==> src/rtl/lsp_pkg.sv <==
package lsp_pkg;
   localparam int NUM_PH = 3;
   typedef enum logic [1:0] {PH_A = 2'd0, PH_B = 2'd1, PH_C = 2'd2} phase_e;
endpackage

==> src/rtl/lsp_zc_detect.sv <==
module lsp_zc_detect #(
   parameter int SAMPLE_W = 16
) (
   input  logic                       clk,
   input  logic                       rst_n,
   input  logic                       stb,
   input  logic signed [SAMPLE_W-1:0] sample,
   output logic                       rise
);
   logic prev_neg;

   always_ff @(posedge clk or negedge rst_n) begin
      if (!rst_n)   prev_neg <= 1'b0;
      else if (stb) prev_neg <= sample[SAMPLE_W-1];
   end

   assign rise = stb && prev_neg && !sample[SAMPLE_W-1];
endmodule

==> src/rtl/lsp_peak_track.sv <==
module lsp_peak_track #(
   parameter int SAMPLE_W = 16
) (
   input  logic                       clk,
   input  logic                       rst_n,
   input  logic                       stb,
   input  logic                       clear,
   input  logic signed [SAMPLE_W-1:0] sample,
   output logic        [SAMPLE_W-1:0] peak
);
   logic [SAMPLE_W-1:0] mag;

   assign mag = sample[SAMPLE_W-1] ? SAMPLE_W'(-sample) : SAMPLE_W'(sample);

   always_ff @(posedge clk or negedge rst_n) begin
      if (!rst_n)                  peak <= '0;
      else if (clear)              peak <= '0;
      else if (stb && mag > peak)  peak <= mag;
   end
endmodule

==> src/rtl/lsp_dom_select.sv <==
module lsp_dom_select
   import lsp_pkg::*;
#(
   parameter int SAMPLE_W = 16
) (
   input  logic                                 clk,
   input  logic                                 rst_n,
   input  logic                                 latch,
   input  logic [NUM_PH-1:0]                    en,
   input  logic [NUM_PH-1:0][SAMPLE_W-1:0]      peaks,
   output logic [1:0]                           dom
);
   logic [1:0]          best;
   logic [SAMPLE_W-1:0] best_v;
   logic                found;

   always_comb begin
      best   = dom;
      best_v = '0;
      found  = 1'b0;
      for (int i = 0; i < NUM_PH; i++) begin
         if (en[i] && (!found || peaks[i] > best_v)) begin
            best   = 2'(i);
            best_v = peaks[i];
            found  = 1'b1;
         end
      end
   end

   always_ff @(posedge clk or negedge rst_n) begin
      if (!rst_n)      dom <= PH_A;
      else if (latch)  dom <= best;
   end

   assert_dom_enabled_R6: assert property (@(posedge clk) disable iff (!rst_n)
      (latch && |en) |=> en[dom]);
endmodule

==> src/rtl/line_sync_period_ctrl.sv <==
module line_sync_period_ctrl
   import lsp_pkg::*;
#(
   parameter int SAMPLE_W      = 16,
   parameter int TICKS_PER_SEC = 400,
   parameter int CYC_W         = $clog2(TICKS_PER_SEC + 1),
   parameter int TICK_W        = $clog2(4 * TICKS_PER_SEC)
) (
   input  logic                       clk,
   input  logic                       rst_n,
   input  logic                       smp_stb,
   input  logic signed [SAMPLE_W-1:0] v_a,
   input  logic signed [SAMPLE_W-1:0] v_b,
   input  logic signed [SAMPLE_W-1:0] v_c,
   input  logic [2:0]                 phase_en,
   input  logic [1:0]                 sync_sel,
   input  logic                       limit_mode,
   output logic                       period_end,
   output logic [CYC_W-1:0]           cycle_count,
   output logic [TICK_W-1:0]          period_ticks,
   output logic                       timeout_flag
);
   localparam int               SUM_W  = TICK_W + 1;
   localparam logic [SUM_W-1:0] ONE_S  = SUM_W'(TICKS_PER_SEC);
   localparam logic [TICK_W-1:0] TO_LIM = TICK_W'(2 * TICKS_PER_SEC);

   if (SAMPLE_W < 2)              begin : g_bad_w  $error("SAMPLE_W too small");      end
   if (TICKS_PER_SEC < 4)         begin : g_bad_t  $error("TICKS_PER_SEC too small"); end
   if ((1 << CYC_W) <= TICKS_PER_SEC / 2) begin : g_bad_c $error("CYC_W too narrow"); end
   if ((1 << TICK_W) <= 3 * TICKS_PER_SEC) begin : g_bad_k $error("TICK_W too narrow"); end

   logic signed [SAMPLE_W-1:0]        smp [NUM_PH];
   logic [NUM_PH-1:0]                 rise;
   logic [NUM_PH-1:0][SAMPLE_W-1:0]   peak;
   logic                              close_evt;
   logic [1:0]                        dom;

   assign smp[PH_A] = v_a;
   assign smp[PH_B] = v_b;
   assign smp[PH_C] = v_c;

   for (genvar g = 0; g < NUM_PH; g++) begin : g_phase
      lsp_zc_detect #(.SAMPLE_W(SAMPLE_W)) u_zc (
         .clk(clk), .rst_n(rst_n), .stb(smp_stb), .sample(smp[g]), .rise(rise[g]));
      lsp_peak_track #(.SAMPLE_W(SAMPLE_W)) u_pk (
         .clk(clk), .rst_n(rst_n), .stb(smp_stb), .clear(close_evt),
         .sample(smp[g]), .peak(peak[g]));
   end

   lsp_dom_select #(.SAMPLE_W(SAMPLE_W)) u_dom (
      .clk(clk), .rst_n(rst_n), .latch(close_evt), .en(phase_en),
      .peaks(peak), .dom(dom));

   // reference phase and its qualified crossing
   logic [1:0] sel_ph;
   logic [3:0] rise_all, en_all;
   logic       zc_hit;

   assign sel_ph   = (sync_sel == 2'd0) ? dom : (sync_sel - 2'd1);
   assign rise_all = {1'b0, rise};
   assign en_all   = {1'b0, phase_en};
   assign zc_hit   = rise_all[sel_ph] && en_all[sel_ph];

   // period timing state
   logic              armed;
   logic [TICK_W-1:0] elapsed, since_zc, el_nx, sn_nx;
   logic [CYC_W-1:0]  cycles, cyc_nx;
   logic [SUM_W-1:0]  sum_full, sum_half;
   logic              close_ok, timeout_hit;

   assign el_nx    = elapsed + 1'b1;
   assign sn_nx    = since_zc + 1'b1;
   assign cyc_nx   = cycles + 1'b1;
   assign sum_full = {1'b0, el_nx} + {1'b0, sn_nx};
   assign sum_half = {1'b0, el_nx} + {2'b0, sn_nx[TICK_W-1:1]};

   assign close_ok    = armed && zc_hit &&
                        (limit_mode ? (sum_full > ONE_S) : (sum_half >= ONE_S));
   assign timeout_hit = smp_stb && !zc_hit && (sn_nx == TO_LIM);
   assign close_evt   = close_ok || timeout_hit;

   always_ff @(posedge clk or negedge rst_n) begin
      if (!rst_n) begin
         armed        <= 1'b0;
         elapsed      <= '0;
         since_zc     <= '0;
         cycles       <= '0;
         period_end   <= 1'b0;
         cycle_count  <= '0;
         period_ticks <= '0;
         timeout_flag <= 1'b0;
      end else begin
         period_end <= 1'b0;
         if (timeout_hit) begin
            period_end   <= 1'b1;
            cycle_count  <= '0;
            period_ticks <= el_nx;
            timeout_flag <= 1'b1;
            armed        <= 1'b0;
            elapsed      <= '0;
            since_zc     <= '0;
            cycles       <= '0;
         end else if (zc_hit) begin
            since_zc <= '0;
            if (!armed) begin
               armed   <= 1'b1;
               elapsed <= '0;
               cycles  <= '0;
            end else if (close_ok) begin
               period_end   <= 1'b1;
               cycle_count  <= cyc_nx;
               period_ticks <= el_nx;
               timeout_flag <= 1'b0;
               elapsed      <= '0;
               cycles       <= '0;
            end else begin
               elapsed <= el_nx;
               cycles  <= cyc_nx;
            end
         end else if (smp_stb) begin
            elapsed  <= el_nx;
            since_zc <= sn_nx;
         end
      end
   end

   assert_single_pulse_R8: assert property (@(posedge clk) disable iff (!rst_n)
      period_end |=> !period_end);
   assert_hold_outputs_R8: assert property (@(posedge clk) disable iff (!rst_n)
      !period_end |-> ($stable(cycle_count) && $stable(period_ticks) && $stable(timeout_flag)));
   assert_end_after_strobe_R1: assert property (@(posedge clk) disable iff (!rst_n)
      $rose(period_end) |-> $past(smp_stb));
   assert_timeout_zero_R7: assert property (@(posedge clk) disable iff (!rst_n)
      (period_end && timeout_flag) |-> (cycle_count == '0));
   assert_counted_nonzero_R9: assert property (@(posedge clk) disable iff (!rst_n)
      (period_end && !timeout_flag) |-> (cycle_count != '0));
   assert_never_over_R4: assert property (@(posedge clk) disable iff (!rst_n)
      (period_end && !timeout_flag && $past(limit_mode)) |->
         (period_ticks <= TICK_W'(TICKS_PER_SEC)));
endmodule

==> config.mk <==
export PLATFORM = sky130hd
export DESIGN_NAME = line_sync_period_ctrl
export DESIGN_NICKNAME = d
export VERILOG_FILES = /design/src/rtl/lsp_pkg.sv /design/src/rtl/lsp_zc_detect.sv /design/src/rtl/lsp_peak_track.sv /design/src/rtl/lsp_dom_select.sv /design/src/rtl/line_sync_period_ctrl.sv
export SDC_FILE = /design/constraint.sdc
export NUM_CORES = 1
export LEC_CHECK = 0
export ABC_AREA = 1
export CORE_UTILIZATION = 62
export CTS_BUF_LIST = sky130_fd_sc_hd__clkbuf_8
export CTS_CLUSTER_DIAMETER = 60
export CTS_CLUSTER_SIZE = 12
export DETAILED_ROUTE_END_ITERATION = 7
export GPL_TIMING_DRIVEN = 0
export PLACE_DENSITY = 0.84
export SLEW_MARGIN = 20
export SYNTH_ARGS = -nofsm -noshare
export SYNTH_HDL_FRONTEND = slang
export SYNTH_HIERARCHICAL = 1
export SYNTH_SLANG_ARGS = --single-unit
==> constraint.sdc <==
create_clock -name clk -period 3.63 [get_ports clk]
set_input_delay 0.363 -clock clk [delete_from_list [all_inputs] [get_ports clk]]
set_output_delay 0.363 -clock clk [all_outputs]
set_load 0.02 [all_outputs]
==> flow_metrics.tcl <==
set metrics [dict create \
    status "finished clean" \
    drive_above_1_share_pct 14.7 \
    synth_cells 1550 \
    relSlewSlack_pct 50.6 \
    synth_top_area_cell "dfrtp_1" \
    synth_edf_count 0 \
    start_util_pct 63.8 \
    wirelength_um 26300 \
    grt_use_total_pct 29.6 \
    place.gp.congestion 0.929 \
    core-area_um2 16700 \
    area_delta_synth_final_pct 15.0 \
    grt_pass1_vias 9406 \
    synth_top_area_share_pct 25.1 \
    final_util_pct 73.3 \
    worstPathCellList "ha_2 > clkbuf_4 > nand2_1 > inv_1 > nand4_1 > xor2_2 > inv_1 > ha_4 > a211oi_2 > nand2_1 > nor2_2 > nand3_2 > nand3_2 > nand2_4 > buf_12 > inv_1 > clkbuf_4 > nand4_1 > nand2_1" \
    clockPowerShare_pct 10.4 \
    overflow 0 \
    async_flop_share_pct 100 \
    h-tree-depth 3 \
    synth_ff_type "dfrtp_1" \
    wl_per_cell_um 14.0 \
    clock_sinks 107 \
    hp-class "input port to asynchronous set/reset pin" \
    synth_cell_types 51 \
    ys_warn_count 6 \
    cp-end-kind "flip-flop" \
    multi_input_area_um2 6950 \
    power_density_nw_per_um2 604 \
    viasPerCell 5.49 \
    r2r_start "elapsed[1]" \
    setup_violations 0 \
    ios 79 \
    comb_power_share_pct 62.1 \
    rows 47 \
    setup.worst_path.start "elapsed[1]" \
    synth_nets 1713 \
    startpoint_type "flip-flop" \
    cap_violations 0 \
    max-clock-path-buffers 2 \
    num-fill-cells 1380 \
    crit_slowest_cell "dfrtp_2" \
    syn-cell-area_um2 10700 \
    die_area_um2 17700 \
    cp_slowest_stage_delay_ns 0.42 \
    vdd_drop_max_mv 0.442 \
    slew_viol_final 0 \
    drtIter0Drc 858 \
    first_pass_iters 5 \
    swShare_pct 49.1 \
    dieHeight_um 133 \
    fp.dieW_um 133 \
    place_hpwl_um 20400 \
    antenna_found_initial 0 \
    grt_max_degree 67 \
    hold_viol_final 0 \
    cts.clk_slew.worst_paths_ns 0.11 \
    grt_pass1_wl_um 42900 \
    synth-seq-area-share_pct 25.1 \
    arrival_ns 3.80 \
    cp_max_fo 13 \
    final_common_cell "nand2_1" \
    final_nets 1816 \
    p_int_mw 3.76 \
    postRouteAntennaNets 0 \
    clock_latency_ns 0.39 \
    seq_area_um2 2680 \
    numCtsBuffers 9 \
    root_buffer "clkbuf_8" \
    crit_type "flip-flop to flip-flop" \
    mostFrequentLayoutCells "nand2_1 (501), inv_1 (185), nand3_1 (116), dfrtp_1 (105)" \
    worst-slew-pin-transition_ns 0.738 \
    period_needed_ns 3.47 \
    diodes 0 \
    min_period_over_period_pct 95.5 \
    seqPwrFrac_pct 27.5 \
    cp.required_ns 3.96 \
    fin_skew_ns 0.0152 \
    fmax_ghz 0.289 \
    switchingPower_mw 3.63 \
    synth.avg_cell_area_um2 6.87 \
    cellLeakagePower_nw 6.52 \
    drc_errors 0 \
    yosys_register_bits 107 \
    p_total_mw 7.40 \
    dr_total_vias 10300 \
    yosys-top-cells-area "dfrtp_1 (25%), nand2_1 (18%), ha_1 (12%)" \
    port_buffers 78 \
    cts_tree "built" \
]
metal layers:
layer,part of all wire (%),vias to the layer above,global-route usage (%)
li1,-,5219,-
met1,46,4763,40.9
met2,47,290,48.8
met3,5.2,42,3.60
met4,1.8,0,7.92
met5,0,-,0
what timing repair did:
item / CTS / global route
buffers inserted: 2 / 8
hold buffers: 1 / 0
endpoints found under the hold margin: 41 / 0
gates resized for setup: 14 / 42
cloned: 0 / 2
endpoints found under the setup margin: 50 / 50
pin swaps: 1 / 6
synth_stat cells (4+ instances only):
cell type	n
nand2_4	4
nand2_2	29
buf_2	8
xnor2_1	6
buf_1	6
inv_2	20
ha_1	104
nor2_4	4
or2_2	4
nand2_1	503
nand4_1	65
nand3b_1	12
clkbuf_1	5
a21o_1	5
dfrtp_1	107
a21oi_1	45
nand3_1	116
inv_1	187
nor2_1	101
o22ai_1	7
buf_12	5
buf_6	10
nor3_1	7
buf_4	8
nand3_2	54
xor2_1	19
o21ai_0	55
nor2_2	17
logic make-up (layout without fill, tap and decap cells):
family                   Yosys count  count (layout)  synth area share, %
buffers and inverters            255             363                 11.1
flip-flops                       107             107                 25.1
AO/OA/AOI/OAI                    126             126                 6.60
adder cells (fa/ha/maj)          106             106                 12.6
XOR/XNOR                          28              28                 2.51
AND/OR/NAND/NOR                  928             928                 42.0
worst max-delay path, delay by kind of cell (launching register included):
family / cells / cell delay [ns]
XOR/XNOR: 1 / 0.29
flip-flops: 1 / 0.42
buffers and inverters: 6 / 1.00
adder cells (fa/ha/maj): 2 / 0.48
AND/OR/NAND/NOR: 9 / 0.98
AO/OA/AOI/OAI: 1 / 0.23
sequential cells by signal, summed over array words and instances (netlist names):
signal	cells
u_dom/dom	2
armed	1
g_phase.u_pk/peak	48
since_zc	11
period_end	1
cycle_count	9
g_phase.u_zc/prev_neg	3
cycles	9
timeout_flag	1
elapsed	11
period_ticks	11
cell type report:
class / instances / share of cell area [%]
repair buffers: 92 / 7.43
plain buffers: 45 / 3.60
clock inverters: 7 / 0.603
flip-flops and latches: 107 / 21.9
inverters: 210 / 6.49
multi-input cells: 1188 / 56.7
well taps: 220 / 2.25
clock buffers: 9 / 1.01
path summary, 6_finish.rpt:
path	endpoint	slack, ns	depth (start not counted)
worst min register to register	g_phase[0].u_zc/prev_neg	0.48	2
worst min-delay path	cycle_count[8]	0.45	2
worst max register to register	g_phase[2].u_pk/peak[11]	0.16	19
worst max-delay path	g_phase[2].u_pk/peak[11]	0.16	19
min in group clk	g_phase[0].u_zc/prev_neg	0.48	2
max in group asynchronous	g_phase[1].u_pk/peak[12]	2.50	3
power by group through the flow:
| stage | Sequential (mW) | Combinational [mW] | Clock [mW] |
|---|---|---|---|
| after floorplan | 2.01 | 3.22 | 0 |
| after global placement | 2.04 | 4.09 | 0 |
| after detailed placement | 2.05 | 4.28 | 0 |
| after CTS | 2.03 | 4.35 | 0.787 |
| after global routing | 2.08 | 5.23 | 0.829 |
| final | 2.03 | 4.59 | 0.766 |
metrics by stage:
step / setup TNS, ns / worst slack (ns) / std cells / hold slack [ns] / cell area (um2)
4_1_cts: 0 / 0.0151 / 1868 / 0.443 / 12000
5_1_grt: -0.220 / -0.0453 / 1878 / 0.485 / 12200
3_5_place_dp: -10.59 / -0.644 / 1849 / 0.312 / 11700
6_report: 0 / 0.164 / 1878 / 0.453 / 12200
3_3_place_gp: -211.64 / -1.90 / 1848 / 0.453 / 11700
2_1_floorplan: 0 / 0.471 / 1550 / 0.0674 / 10700
No activity file was read; power rests on OpenSTA's default activity.
